$ cat src/rtl/seq_ctrl_pkg.sv
package seq_ctrl_pkg;
    localparam int OP_W      = 4;
    localparam int NUM_OPS   = 1 << OP_W;
    localparam int PC_W      = 4;
    localparam int NUM_SLOTS = 4;

    localparam logic [NUM_SLOTS-1:0] SLOT_FETCH   = 4'b0001;
    localparam logic [NUM_SLOTS-1:0] SLOT_DECODE  = 4'b0010;
    localparam logic [NUM_SLOTS-1:0] SLOT_EXEC    = 4'b0100;
    localparam logic [NUM_SLOTS-1:0] SLOT_ADVANCE = 4'b1000;

    localparam int IDX_FETCH   = 0;
    localparam int IDX_EXEC    = 2;
    localparam int IDX_ADVANCE = 3;

    localparam logic [OP_W-1:0] OP_LOAD_B = 4'b1010;

    typedef struct packed {
        logic [PC_W-1:0] pc;
        logic [OP_W-1:0] ir;
    } fetch_state_t;

    function automatic logic single_hot(input logic [NUM_SLOTS-1:0] v);
        return (v != '0) && ((v & (v - 1'b1)) == '0);
    endfunction
endpackage

$ cat src/rtl/slot_ring.sv
module slot_ring
    import seq_ctrl_pkg::*;
(
    input  logic                 clk,
    input  logic                 rst,
    output logic [NUM_SLOTS-1:0] slot
);
    logic [NUM_SLOTS-1:0] slot_q;
    logic [NUM_SLOTS-1:0] slot_d;

    always_comb begin
        if (single_hot(slot_q))
            slot_d = {slot_q[NUM_SLOTS-2:0], slot_q[NUM_SLOTS-1]};
        else
            slot_d = SLOT_FETCH;
    end

    always_ff @(posedge clk) begin
        if (rst) slot_q <= SLOT_FETCH;
        else     slot_q <= slot_d;
    end

    assign slot = slot_q;

    p_slot_onehot_r2: assert property (@(posedge clk) disable iff (rst)
        $countones(slot_q) == 1);
    p_fetch_to_decode_r2: assert property (@(posedge clk) disable iff (rst)
        slot_q == SLOT_FETCH |=> slot_q == SLOT_DECODE);
    p_advance_to_fetch_r2: assert property (@(posedge clk) disable iff (rst)
        slot_q == SLOT_ADVANCE |=> slot_q == SLOT_FETCH);
endmodule

$ cat src/rtl/fetch_regs.sv
module fetch_regs
    import seq_ctrl_pkg::*;
(
    input  logic                 clk,
    input  logic                 rst,
    input  logic [NUM_SLOTS-1:0] slot,
    input  logic [OP_W-1:0]      rom_data,
    output fetch_state_t         state
);
    fetch_state_t st_q;

    always_ff @(posedge clk) begin
        if (rst) begin
            st_q <= '0;
        end else begin
            if (slot[IDX_FETCH])   st_q.ir <= rom_data;
            if (slot[IDX_ADVANCE]) st_q.pc <= st_q.pc + 1'b1;
        end
    end

    assign state = st_q;

    p_pc_hold_r4: assert property (@(posedge clk) disable iff (rst)
        !slot[IDX_ADVANCE] |=> $stable(st_q.pc));
    p_pc_step_r5: assert property (@(posedge clk) disable iff (rst)
        slot[IDX_ADVANCE] |=> st_q.pc == PC_W'($past(st_q.pc) + 1));
    p_ir_hold_r9: assert property (@(posedge clk) disable iff (rst)
        !slot[IDX_FETCH] |=> $stable(st_q.ir));
    p_ir_load_r3: assert property (@(posedge clk) disable iff (rst)
        slot[IDX_FETCH] |=> st_q.ir == $past(rom_data));
endmodule

$ cat src/rtl/op_decoder.sv
module op_decoder
    import seq_ctrl_pkg::*;
(
    input  logic [OP_W-1:0]    opcode,
    input  logic               exec_slot,
    output logic [NUM_OPS-1:0] lines,
    output logic [NUM_OPS-1:0] strobes
);
    for (genvar k = 0; k < NUM_OPS; k++) begin : g_line
        assign lines[k]   = (opcode == OP_W'(k));
        assign strobes[k] = lines[k] & exec_slot;
    end

    always_comb begin
        p_lines_onehot_r6: assert ($countones(lines) == 1 || $isunknown(opcode));
        p_strobe_le_one_r7: assert ($countones(strobes) <= 1 || $isunknown(opcode));
    end
endmodule

$ cat src/rtl/seq_ctrl_top.sv
module seq_ctrl_top
    import seq_ctrl_pkg::*;
(
    input  logic                 clk,
    input  logic                 rst,
    input  logic [OP_W-1:0]      rom_data,
    output logic [PC_W-1:0]      rom_addr,
    output logic [NUM_SLOTS-1:0] slot,
    output logic [OP_W-1:0]      ir,
    output logic [NUM_OPS-1:0]   dec_line,
    output logic [NUM_OPS-1:0]   exec_en,
    output logic                 ld_b_en
);
    fetch_state_t fst;

    slot_ring u_ring (
        .clk  (clk),
        .rst  (rst),
        .slot (slot)
    );

    fetch_regs u_fetch (
        .clk      (clk),
        .rst      (rst),
        .slot     (slot),
        .rom_data (rom_data),
        .state    (fst)
    );

    op_decoder u_dec (
        .opcode    (fst.ir),
        .exec_slot (slot[IDX_EXEC]),
        .lines     (dec_line),
        .strobes   (exec_en)
    );

    assign rom_addr = fst.pc;
    assign ir       = fst.ir;
    assign ld_b_en  = exec_en[OP_LOAD_B];

    p_ldb_only_exec_r8: assert property (@(posedge clk) disable iff (rst)
        ld_b_en |-> (ir == OP_LOAD_B) && (slot == SLOT_EXEC));
    p_exec_quiet_r7: assert property (@(posedge clk) disable iff (rst)
        slot != SLOT_EXEC |-> exec_en == '0);
endmodule

$ cat config.mk
export PLATFORM = sky130hd
export DESIGN_NAME = seq_ctrl_top
export DESIGN_NICKNAME = d
export VERILOG_FILES = /design/src/rtl/seq_ctrl_pkg.sv /design/src/rtl/slot_ring.sv /design/src/rtl/fetch_regs.sv /design/src/rtl/op_decoder.sv /design/src/rtl/seq_ctrl_top.sv
export SDC_FILE = /design/constraint.sdc
export NUM_CORES = 1
export LEC_CHECK = 0
export BUFFER_PORTS_ARGS = -buffer_cell sky130_fd_sc_hd__buf_4
export CAP_MARGIN = 10
export CORE_MARGIN = 1
export CORE_UTILIZATION = 39
export DETAILED_ROUTE_END_ITERATION = 16
export GPL_TIMING_DRIVEN = 0
export MAX_ROUTING_LAYER = met4
export PLACE_DENSITY = 0.78
export SLEW_MARGIN = 20
export SYNTH_ARGS = -nofsm -noshare
export SYNTH_HDL_FRONTEND = slang
export SYNTH_SLANG_ARGS = --single-unit
export TNS_END_PERCENT = 100
$ cat constraint.sdc
create_clock -name clk -period 1 [get_ports clk]
set_input_delay 0.05 -clock clk [delete_from_list [all_inputs] [get_ports clk]]
set_output_delay 0.05 -clock clk [all_outputs]
set_load 0.1 [all_outputs]
==> results of run 1 <==
-- cell families after synthesis --
kind of cell,share of synthesized area
multiplexers,0.0886
AO/OA/AOI/OAI,0.0398
adder cells (fa/ha/maj),0.0181
XOR/XNOR,0.0253
flip-flops,0.347
AND/OR/NAND/NOR,0.407
buffers and inverters,0.0741
-- cells in the mapped netlist, drive strengths merged --
cell type  number
mux2i           5
and3            1
nor2           37
nand4           1
nor2b           1
a21bo           1
and4bb          2
buf             7
nand3b          3
nand3           1
nand2b          4
or2             1
mux2            1
dfxtp          12
or3b            1
a21oi           1
o211ai          1
xnor2           1
o21ai           1
clkbuf          3
ha              1
nor3            4
nand2           2
xor2            1
-- stage by stage --
step | utilization | setup slack (ns)
3_3_place_gp | 0.934 | -0.526
3_5_place_dp | 0.934 | -0.558
2_1_floorplan | - | -0.957
==> results.ini, run 1 <==
[run_status]
outcome = aborted with a tool error
stop_stage = clock tree synthesis (4_1_cts)
tool.error = [ERROR DPL-0038] Utilization greater than 100%, impossible to legalize

[placed_design]
place.gp.congestion = 0.789
dp.cells = 158
dp_hpwl_um = 2080
place_area_um2 = 1470
port_buffers = 49

[logic_synthesis]
yosysWarnings = 0
yosysTopAreaCell = dfxtp_1
synth.avg_cell_area_um2 = 7.44
syn_inst = 93
synth_top_cell_area_share = 0.347
synth_area_leaders = dfxtp_1, nor2_1, mux2i_1, and4bb_2, buf_2
ys_seq_elements = 12
yosysSeqAreaShare = 0.347
syn_area_um2 = 692
ys_types = 25
syn-num-nets = 100

[die]
fp.dieW_um = 44.1
io_pins = 51
initial_core_util = 0.439
chipHeight_um = 44.1
rows = 14

[clock_network]
h-tree-depth = 1
cts_buffer_depth = 2
cts_setup_buffers = 23
cts_resized = 138
cts_sinks = 12
cts-root-buf = clkbuf_4
cts_buffers = 3
cts_hold_buf = 0

==> inputs of run 2 (changes only) <==
--- a/config.mk
+++ b/config.mk
@@ -7,12 +7,11 @@
 export LEC_CHECK = 0
 export BUFFER_PORTS_ARGS = -buffer_cell sky130_fd_sc_hd__buf_4
 export CAP_MARGIN = 10
-export CORE_MARGIN = 1
-export CORE_UTILIZATION = 39
+export CORE_AREA = 2 2 63 65
 export DETAILED_ROUTE_END_ITERATION = 16
+export DIE_AREA = 0 0 65 67
 export GPL_TIMING_DRIVEN = 0
-export MAX_ROUTING_LAYER = met4
-export PLACE_DENSITY = 0.78
+export PLACE_DENSITY_LB_ADDON = 0.15
 export SLEW_MARGIN = 20
 export SYNTH_ARGS = -nofsm -noshare
 export SYNTH_HDL_FRONTEND = slang
==> run 2 against run 1 <==
Effect of this change:
- the flow now finishes, with violations (negative setup slack)
- synthesized area unchanged
- synthesized cell count did not move
==> results.ini, run 2 <==
[sta]
clock_skew_ns = 0.00449
fmax_mhz = 675
worstMarginPinSlew_ns = 0.379
setup_slack_ns = -0.482
setup_viol = 34
min_period_ns = 1.48
grt_setup_unrepaired = true
finalHoldViolations = 0
slew_viol_final = 0
fin_hold_ws_ns = 0.0547
period_share = 1.48
slew-limit-headroom = 0.747

[die]
chipHeight_um = 67  ; was 44.1 µm
rows = 22  ; was 14
fp.dieW_um = 65  ; was 44.1 µm
die_area_um2 = 4360
io_pins = 51  ; unchanged
core_um2 = 3610
initial_core_util = 0.192  ; was 0.439

[clock_network]
cts_hold_buf = 0  ; unchanged
h-tree-depth = 1  ; unchanged
cts_buffers = 3  ; unchanged
cts-root-buf = clkbuf_8  ; was clkbuf_4
clkLatencyLatePin_ns = 0.24
clkTransAtPathRegs_ns = 0.05
cts_sinks = 12  ; unchanged
cts_tree = yes
cts_buffer_depth = 2  ; unchanged

[logic_synthesis]
ys_types = 25  ; unchanged
synth.avg_cell_area_um2 = 7.44  ; unchanged
synth_flop_cell = dfxtp_1  ; unchanged
syn_inst = 93  ; unchanged
yosysTopAreaCell = dfxtp_1  ; unchanged
synth_top_cell_area_share = 0.347  ; unchanged
syn_area_um2 = 692  ; unchanged
syn-num-nets = 100  ; unchanged
yosysSeqAreaShare = 0.347  ; unchanged
ys_seq_elements = 12  ; unchanged
async_flop_share = 0  ; unchanged
synth.most_common_cell = nor2_1  ; unchanged
synth_area_leaders = dfxtp_1, nor2_1, mux2i_1, and4bb_2, buf_2  ; unchanged
yosysWarnings = 0  ; unchanged
synth_common_cells = nor2_1, dfxtp_1, buf_2, mux2i_1  ; unchanged
synth_edf_count = 0  ; unchanged

[run_status]
violations = negative setup slack
outcome = finished with violations  ; was aborted with a tool error

[layout]
multi_input_area_um2 = 741
largest_reg_flops = 8
final_common_cell = buf_12
layout_common_cells = buf_12, buf_4, nor2_4
layout-drive-gt1-share = 0.864
n_fill_cell = 255
ff_latch_area_um2 = 283
syn2layout_area_growth_pct = 242
fin_nets = 185
diodes = 0

[placed_design]
place.gp.congestion = 0.669  ; was 0.789
dp_hpwl_um = 1860  ; was 2080 µm
place_ws_ns = -0.554  ; was -0.558 ns
port_buffers = 49  ; unchanged

[routing]
via_per_inst = 4.29
wire_per_inst_um = 14.9
routed_wl_um = 3340
antenna_left = 0
drt-initial-drc-count = 20
first_pass_iters = 4
route.detailed.drc = 0
routed-via-count = 962

[worst_setup_path]
r2r-start = u_fetch.state[0]
cp-start-kind = register
cp.depth = 5
crit_arrival_ns = 1.43
critPathMaxFanout = 6
cp-endpoint = exec_en[10]
critPathBufInv = 3
crit_family = simple AND/OR/NAND/NOR gates
path_common_cell = buf_12
endpoint_kind = output port
r2r_slack_ns = 0.01
reg2reg_to = u_fetch.state[0]
reg2reg_depth = 5
required_ns = 0.95
critPathKind = reg -> out
crit_path_cell_trace = buf_12 > nand3b_1 > nor2_4 > buf_12 > buf_12
critPathLaunch = u_fetch.state[2]
worst_path_largest_cell_delay_ns = 0.35
slowest_stage = dfxtp_4

[global_route]
grt_pass1_vias = 1000
antenna_found_initial = 0
grt_max_degree = 11
grtUsageTotal = 0.151
grt_overflow_total = 0
grt_first_pass_wirelength_um = 4950

[power]
ir_worst_vdd_mv = 0.955
leakage_nw = 0.907
power_mw = 3.62
p_per_area_nw_per_um2 = 1530

[min_path]
hold_path_class = in -> reg

[run]
drv_cap = 0

==> run 2: through the flow <==
step	TNS, ns	util	cell area, µm²	instances
after floorplan	-20.17	-	1080	93
after global placement	-10.57	0.420	1510	190
after detailed placement	-10.97	0.420	1510	190
after CTS	-12.79	0.630	2270	212
after global routing	-14.82	0.657	2370	224
final	-13.14	0.657	2370	224
==> run 2: tightest hold or removal path, delay by kind of cell <==
kind                   cells  cell delay [ns]
muxes                      1             0.06
buffers and inverters      1             0.08
and+or+nand+nor            1             0.07
==> run 2: worst min-delay path by stage <==
stage                startpoint          endpoint  depth (start not counted)
floorplan           rom_data[0]  u_fetch.state[0]                          2
global placement    rom_data[3]  u_fetch.state[3]                          3
detailed placement  rom_data[0]  u_fetch.state[0]                          3
CTS                 rom_data[0]  u_fetch.state[0]                          3
global route        rom_data[3]  u_fetch.state[3]                          3
finish              rom_data[2]  u_fetch.state[2]                          3
==> run 2: what timing repair did <==
| item | 4_1_cts | 5_1_grt |
|---|---|---|
| setup endpoints to repair | 35 | 38 |
| gates cloned | 0 | 0 |
| resized for setup | 129 | 12 |
| buffers inserted | 21 | 15 |
| pin swaps | 18 | 14 |
==> run 2: cells by family after synthesis <==
logic type	Yosys count	synth area share
and+or+nand+nor	58	0.407
DFF	12	0.347
xor gates and xnor gates	2	0.0253
AOI/OAI and AO/OA	4	0.0398
buffers and inverters	10	0.0741
adders and majority gates	1	0.0181
muxes	6	0.0886
==> run 2: power by group <==
part	leakage (nW)	internal, mW	switching (mW)
Combinational	0.779	1.02	1.53
Clock	0.0216	0.264	0.161
Sequential	0.106	0.558	0.0814
==> run 2: per-layer routing <==
layer  GRT usage  vias to the layer above  share of wire
met5           0                        -              0
met2       0.294                       37           0.58
li1            -                      468              -
met4      0.0239                        0          0.016
met3      0.0372                        6          0.051
met1       0.166                      451           0.35
==> run 2: final cells by class <==
class	instances	share of cell area
sequential	12	0.119
clock buffer	3	0.0174
timing repair buffer	85	0.493
multi-input combinational	71	0.313
buffer	5	0.0322
tap	48	0.0253
No activity file was read; power rests on OpenSTA's default activity.
==> inputs of run 3 (changes only) <==
--- a/config.mk
+++ b/config.mk
@@ -12,7 +12,7 @@
 export DIE_AREA = 0 0 65 67
 export GPL_TIMING_DRIVEN = 0
 export PLACE_DENSITY_LB_ADDON = 0.15
-export SLEW_MARGIN = 20
+export SLEW_MARGIN = 40
 export SYNTH_ARGS = -nofsm -noshare
 export SYNTH_HDL_FRONTEND = slang
 export SYNTH_SLANG_ARGS = --single-unit
==> constraint.sdc (replaced) <==
create_clock -name clk -period 1 [get_ports clk]
set_input_delay 0.05 -clock clk [delete_from_list [all_inputs] [get_ports clk]]
set_output_delay 0.05 -clock clk [all_outputs]
set_load 0.005 [all_outputs]
==> run 3 against run 2 <==
Effect of this change:
- the flow still finishes with violations (negative setup slack)
- sequential share of layout area grew 5.1 points
- core utilization shrank 24 points
- hold slack gained 0.0012 ns
- clock power is essentially flat
- register-to-register slack is essentially flat
- sequential cell count is the same
- global-route usage shrank 4.7 points
- worst setup slack gained 0.19 ns
- via count shrank 13%
- clock skew shrank 0.0037 ns
- die area is the same
- fmax grew 14%
- largest cell class unchanged
==> results.ini, run 3 (same netlist as run 2, synthesis figures left out) <==
[routing]
routed-via-count = 839  ; was 962
routed_wl_um = 2220  ; was 3340 µm
route.detailed.drc = 0  ; unchanged
antenna_left = 0  ; unchanged
drt-initial-drc-count = 13  ; was 20
first_pass_iters = 3  ; was 4
via_per_inst = 4.09  ; was 4.29
wire_per_inst_um = 10.8  ; was 14.9 µm

[min_path]
min_to = u_fetch.state[3]  ; was u_fetch.state[2]
hold_path_depth = 3  ; unchanged
worstHoldStart = rom_data[3]  ; was rom_data[2]
hold_path_class = in -> reg  ; unchanged

[layout]
largest_reg_flops = 8  ; unchanged
final_cells = 205  ; was 224
layout_common_cells = buf_4, nor2_2, nor2_1  ; was buf_12, buf_4, nor2_4
final_common_cell = buf_4  ; was buf_12
fin_nets = 166  ; was 185
diodes = 0  ; unchanged
layout-drive-gt1-share = 0.758  ; was 0.864
syn2layout_area_growth_pct = 117  ; was 242%

[clock_network]
cts_buffers = 3  ; unchanged
cts_tree = yes  ; unchanged
cts-root-buf = clkbuf_8  ; unchanged
cts_buffer_depth = 2  ; unchanged
h-tree-depth = 1  ; unchanged
cts_sinks = 12  ; unchanged
cts_hold_buf = 0  ; unchanged
clkTransAtPathRegs_ns = 0.05  ; about the same
clkLatencyLatePin_ns = 0.23  ; was 0.24 ns

[die]
chipHeight_um = 67  ; unchanged
core_um2 = 3610  ; unchanged
initial_core_util = 0.192  ; unchanged
rows = 22  ; unchanged
io_pins = 51  ; unchanged
fp.dieW_um = 65  ; unchanged
die_area_um2 = 4360  ; unchanged

[sta]
worstMarginPinSlew_ns = 0.190  ; was 0.379 ns
grt_setup_unrepaired = true  ; unchanged
slew_viol_final = 0  ; unchanged
setup_viol = 33  ; was 34
slew-limit-headroom = 0.873  ; was 0.747
finalHoldViolations = 0  ; unchanged
period_share = 1.29  ; was 1.48
fmax_mhz = 773  ; was 675 MHz
clock_skew_ns = 0.000771  ; was 0.00449 ns
setup_slack_ns = -0.294  ; was -0.482 ns
min_period_ns = 1.29  ; was 1.48 ns

[worst_setup_path]
reg2reg_depth = 3  ; was 5
crit_arrival_ns = 1.24  ; was 1.43 ns
critPathKind = reg -> out  ; unchanged
endpoint_kind = output port  ; unchanged
required_ns = 0.95  ; about the same
r2r_slack_ns = 0.02  ; was 0.01 ns
reg2reg_to = u_fetch.state[7]  ; was u_fetch.state[0]
critPathMaxFanout = 5  ; was 6
cp-start-kind = register  ; unchanged
r2r-start = u_ring.slot[3]  ; was u_fetch.state[0]

[global_route]
grtUsageTotal = 0.103  ; was 0.151
grt_pass1_vias = 764  ; was 1,000
antenna_found_initial = 0  ; unchanged
grt_max_degree = 11  ; unchanged
grt_first_pass_wirelength_um = 3510  ; was 4950 µm
grt_overflow_total = 0  ; unchanged

[power]
ir_worst_vdd_mv = 0.475  ; was 0.955 mV
leakage_nw = 0.703  ; was 0.907 nW
p_per_area_nw_per_um2 = 1320  ; was 1530 nW/µm²

[run]
drv_cap = 0  ; unchanged

[placed_design]
place_ws_ns = -0.222  ; was -0.554 ns
dp.cells = 190  ; unchanged
port_buffers = 49  ; unchanged
place.gp.congestion = 0.645  ; was 0.669
dp_hpwl_um = 1610  ; was 1860 µm

[run_status]
violations = negative setup slack  ; unchanged
outcome = finished with violations  ; unchanged

[run 3: changes by cell type in the layout (fill, tap and decap cells not counted), moves of 4 or more]
cell | before | now
buf_12 | 40 | 0
buf_4 | 30 | 54
buf_6 | 19 | 15
dfxtp_1 | 0 | 6
dfxtp_4 | 11 | 3
nor2_1 | 8 | 16
nor2_2 | 0 | 19
nor2_4 | 29 | 2
[run 3: per-layer routing]
metal | share of wire | GRT usage | routed length, µm
met3 | 0.095 | 0.0186 | 212
met5 | 0 | 0 | 0
met1 | 0.38 | 0.117 | 853
met4 | 0 | 0.0399 | 0
met2 | 0.52 | 0.191 | 1160
[run 3: repair_timing]
item,in CTS,in global routing
gates resized for setup,41,28
endpoints found under the setup margin,35,38
pin swaps,19,10
buffers inserted,15,0
[run 3: power breakdown]
part / switching (mW) / internal, mW / total (mW) / leakage [nW]
logic: 0.414 / 0.512 / 0.926 / 0.580
registers: 0.0710 / 0.550 / 0.621 / 0.101
clock network: 0.160 / 0.264 / 0.424 / 0.0216
[run 3: cell type report]
type	count	area [µm²]
timing repair buffer	64	526
fill	375	2110
tap	48	60.1
sequential	12	255
clock buffer	3	41.3
multi-input combinational	71	556
buffer	7	61.3
[run 3: how the worst max path moves through the flow]
stage	from	end	slack [ns]	cells past startpoint
floorplan	u_ring.slot[2]	exec_en[1]	0.003	2
global placement	u_fetch.state[0]	exec_en[10]	-0.21	5
detailed placement	u_fetch.state[0]	exec_en[10]	-0.22	5
CTS	u_fetch.state[2]	exec_en[2]	-0.29	5
global route	u_fetch.state[2]	exec_en[2]	-0.34	5
finish	u_fetch.state[2]	exec_en[2]	-0.29	5
[run 3: critical path: stages (launching register included)]
cell and delay, ns:
dfxtp_2 0.33, buf_6 0.12, nand3b_1 0.21, buf_6 0.16, nor2_2 0.08, buf_4 0.11
[run 3: metrics by stage]
stage                     cell area, µm²  utilization  power (mW)  TNS (ns)  hold WS, ns
after global routing                1500        0.416        2.11     -8.16       0.0701
after CTS                           1410        0.390        1.92     -6.43       0.0412
after floorplan                      694            -       0.950         0        0.197
after global placement              1120        0.311        1.21     -3.07        0.293
final                               1500        0.416        1.97     -6.28       0.0559
after detailed placement            1120        0.311        1.22     -3.23        0.295
==> inputs of run 4 (changes only) <==
--- a/config.mk
+++ b/config.mk
@@ -12,6 +12,7 @@
 export DIE_AREA = 0 0 65 67
 export GPL_TIMING_DRIVEN = 0
 export PLACE_DENSITY_LB_ADDON = 0.15
+export REMOVE_ABC_BUFFERS = 1
 export SLEW_MARGIN = 40
 export SYNTH_ARGS = -nofsm -noshare
 export SYNTH_HDL_FRONTEND = slang
==> run 4 against run 3 <==
Effect of this change:
- the run still ends with negative setup slack left
- sequential power rose by 8.9%
- non-clock buffer count shrank 6
- die area unchanged
- fmax barely moved
- critical path type unchanged
- clock-buffer cell count increased by 1
- via count is 0.36% higher
- cell count is 2.4% lower
- register-to-register slack got worse by 0.04 ns
- power grew 6.7%
==> results.ini, run 4 (same netlist as run 2, synthesis figures left out) <==
[run_status]
outcome = finished with violations  ; unchanged
violations = negative setup slack  ; unchanged

[layout]
final_common_cell = buf_4  ; unchanged
diodes = 0  ; unchanged
fin_nets = 160  ; was 166
final_cells = 200  ; was 205
utilization = 0.420  ; was 0.416
syn2layout_area_growth_pct = 119  ; was 117%
layout-drive-gt1-share = 0.750  ; was 0.758
layout_common_cells = buf_4, nor2_1, buf_6  ; was buf_4, nor2_2, nor2_1
largest_reg_flops = 8  ; unchanged
fin_area_um2 = 1510  ; was 1500 µm²

[worst_setup_path]
reg2reg_to = u_fetch.state[2]  ; was u_fetch.state[7]
critPathBufInv = 1  ; was 3
critPathMaxFanout = 4  ; was 5
cp.depth = 3  ; was 5
cp-endpoint = exec_en[9]  ; was exec_en[2]
r2r_slack_ns = -0.02  ; was 0.02 ns
critPathKind = reg -> out  ; unchanged
worst_path_largest_cell_delay_ns = 0.44  ; was 0.33 ns
slowest_stage = or3b_4  ; was dfxtp_2
crit_family = simple AND/OR/NAND/NOR gates  ; was buffers and inverters
crit_path_cell_trace = or3b_4 > nor2_2 > buf_4  ; was buf_6 > nand3b_1 > buf_6 > nor2_2 > buf_4
reg2reg_depth = 5  ; was 3
r2r-start = u_fetch.state[2]  ; was u_ring.slot[3]
critPathLaunch = u_fetch.state[1]  ; was u_fetch.state[2]
required_ns = 0.95  ; about the same
endpoint_kind = output port  ; unchanged
crit_arrival_ns = 1.24  ; about the same
cp-start-kind = register  ; unchanged

[clock_network]
cts_buffer_depth = 2  ; unchanged
cts-root-buf = clkbuf_8  ; unchanged
cts_tree = yes  ; unchanged
cts_sinks = 12  ; unchanged
h-tree-depth = 1  ; unchanged
clkLatencyLatePin_ns = 0.23  ; about the same
clkTransAtPathRegs_ns = 0.05  ; about the same
cts_buffers = 3  ; unchanged

[power]
ir_worst_vdd_mv = 0.545  ; was 0.475 mV
power_mw = 2.10  ; was 1.97 mW
leakage_nw = 0.688  ; was 0.703 nW
p_per_area_nw_per_um2 = 1390  ; was 1320 nW/µm²

[placed_design]
port_buffers = 50  ; was 49
place.gp.congestion = 0.633  ; was 0.645
dp_hpwl_um = 1490  ; was 1610 µm
place_ws_ns = -0.174  ; was -0.222 ns
dp.cells = 181  ; was 190
place_area_um2 = 1080  ; was 1120 µm²

[routing]
route.detailed.drc = 0  ; unchanged
antenna_left = 0  ; unchanged
drt-initial-drc-count = 53  ; was 13
via_per_inst = 4.21  ; was 4.09
first_pass_iters = 4  ; was 3
wire_per_inst_um = 11.3  ; was 10.8 µm
routed_wl_um = 2270  ; was 2220 µm
routed-via-count = 842  ; was 839

[global_route]
grt_first_pass_wirelength_um = 3310  ; was 3510 µm
grtUsageTotal = 0.0970  ; was 0.103
grt_overflow_total = 0  ; unchanged
grt_max_degree = 11  ; unchanged
antenna_found_initial = 0  ; unchanged
grt_pass1_vias = 728  ; was 764

[sta]
worstMarginPinSlew_ns = 0.229  ; was 0.190 ns
min_period_ns = 1.29  ; about the same
fin_hold_ws_ns = 0.0529  ; was 0.0559 ns
finalHoldViolations = 0  ; unchanged
setup_slack_ns = -0.294  ; about the same
period_share = 1.29  ; about the same
slew-limit-headroom = 0.847  ; was 0.873
slew_viol_final = 0  ; unchanged
clock_skew_ns = 0.00316  ; was 0.000771 ns
fmax_mhz = 773  ; about the same
grt_setup_unrepaired = true  ; unchanged
fin_setup_tns_ns = -6.25  ; was -6.28 ns
setup_viol = 35  ; was 33

[die]
die_area_um2 = 4360  ; unchanged
rows = 22  ; unchanged
core_um2 = 3610  ; unchanged
chipHeight_um = 67  ; unchanged
initial_core_util = 0.192  ; unchanged
io_pins = 51  ; unchanged
fp.dieW_um = 65  ; unchanged

[min_path]
worstHoldStart = rom_data[0]  ; was rom_data[3]
hold_path_class = in -> reg  ; unchanged

[run]
drv_cap = 0  ; unchanged

==> run 4: changes by cell type in the layout (fill, tap and decap cells not counted), moves of 2 or more <==
cell	previous run	this run
nor2_2	19	12
dfxtp_4	3	5
nor2_4	2	7
nor2_1	16	18
buf_4	54	49
dfxtp_1	6	4
==> run 4: repair_timing <==
item	in CTS	in global routing
resized for setup	34	39
pin swaps	12	6
endpoints found under the setup margin	39	35
buffers inserted	7	7
hold buffers	0	0
gates cloned	0	1
==> run 4: layout make-up <==
type / count / area (µm²)
Fill cell: 351 / 2090
Timing Repair Buffer: 65 / 566
Tap cell: 48 / 60.1
Sequential cell: 12 / 263
Clock buffer: 4 / 55.1
Multi-Input combinational cell: 71 / 569
==> run 4: worst min path at each step <==
stage / end / slack (ns) / depth (start not counted)
detailed placement: u_fetch.state[3] / 0.30 / 3
global route: u_fetch.state[1] / 0.07 / 3
global placement: u_fetch.state[1] / 0.28 / 3
floorplan: u_fetch.state[6] / 0.12 / 1
finish: u_fetch.state[0] / 0.05 / 3
CTS: u_fetch.state[0] / 0.05 / 3
==> run 4: report_power, final <==
part,switching [mW],leakage [nW],internal [mW]
clock,0.162,0.0288,0.346
sequential,0.121,0.102,0.555
combinational,0.398,0.557,0.520
==> run 4: metal layers <==
layer	track usage	up-vias	routed length (µm)
met4	0.0399	0	14
met3	0.0203	2	252
met1	0.114	376	981
met5	0	-	0
li1	-	419	-
met2	0.170	45	1020
==> run 4: tightest hold or removal path: stages <==
cell     delay [ns]
buf_4          0.07
mux2i_1        0.05
nor2_1         0.07
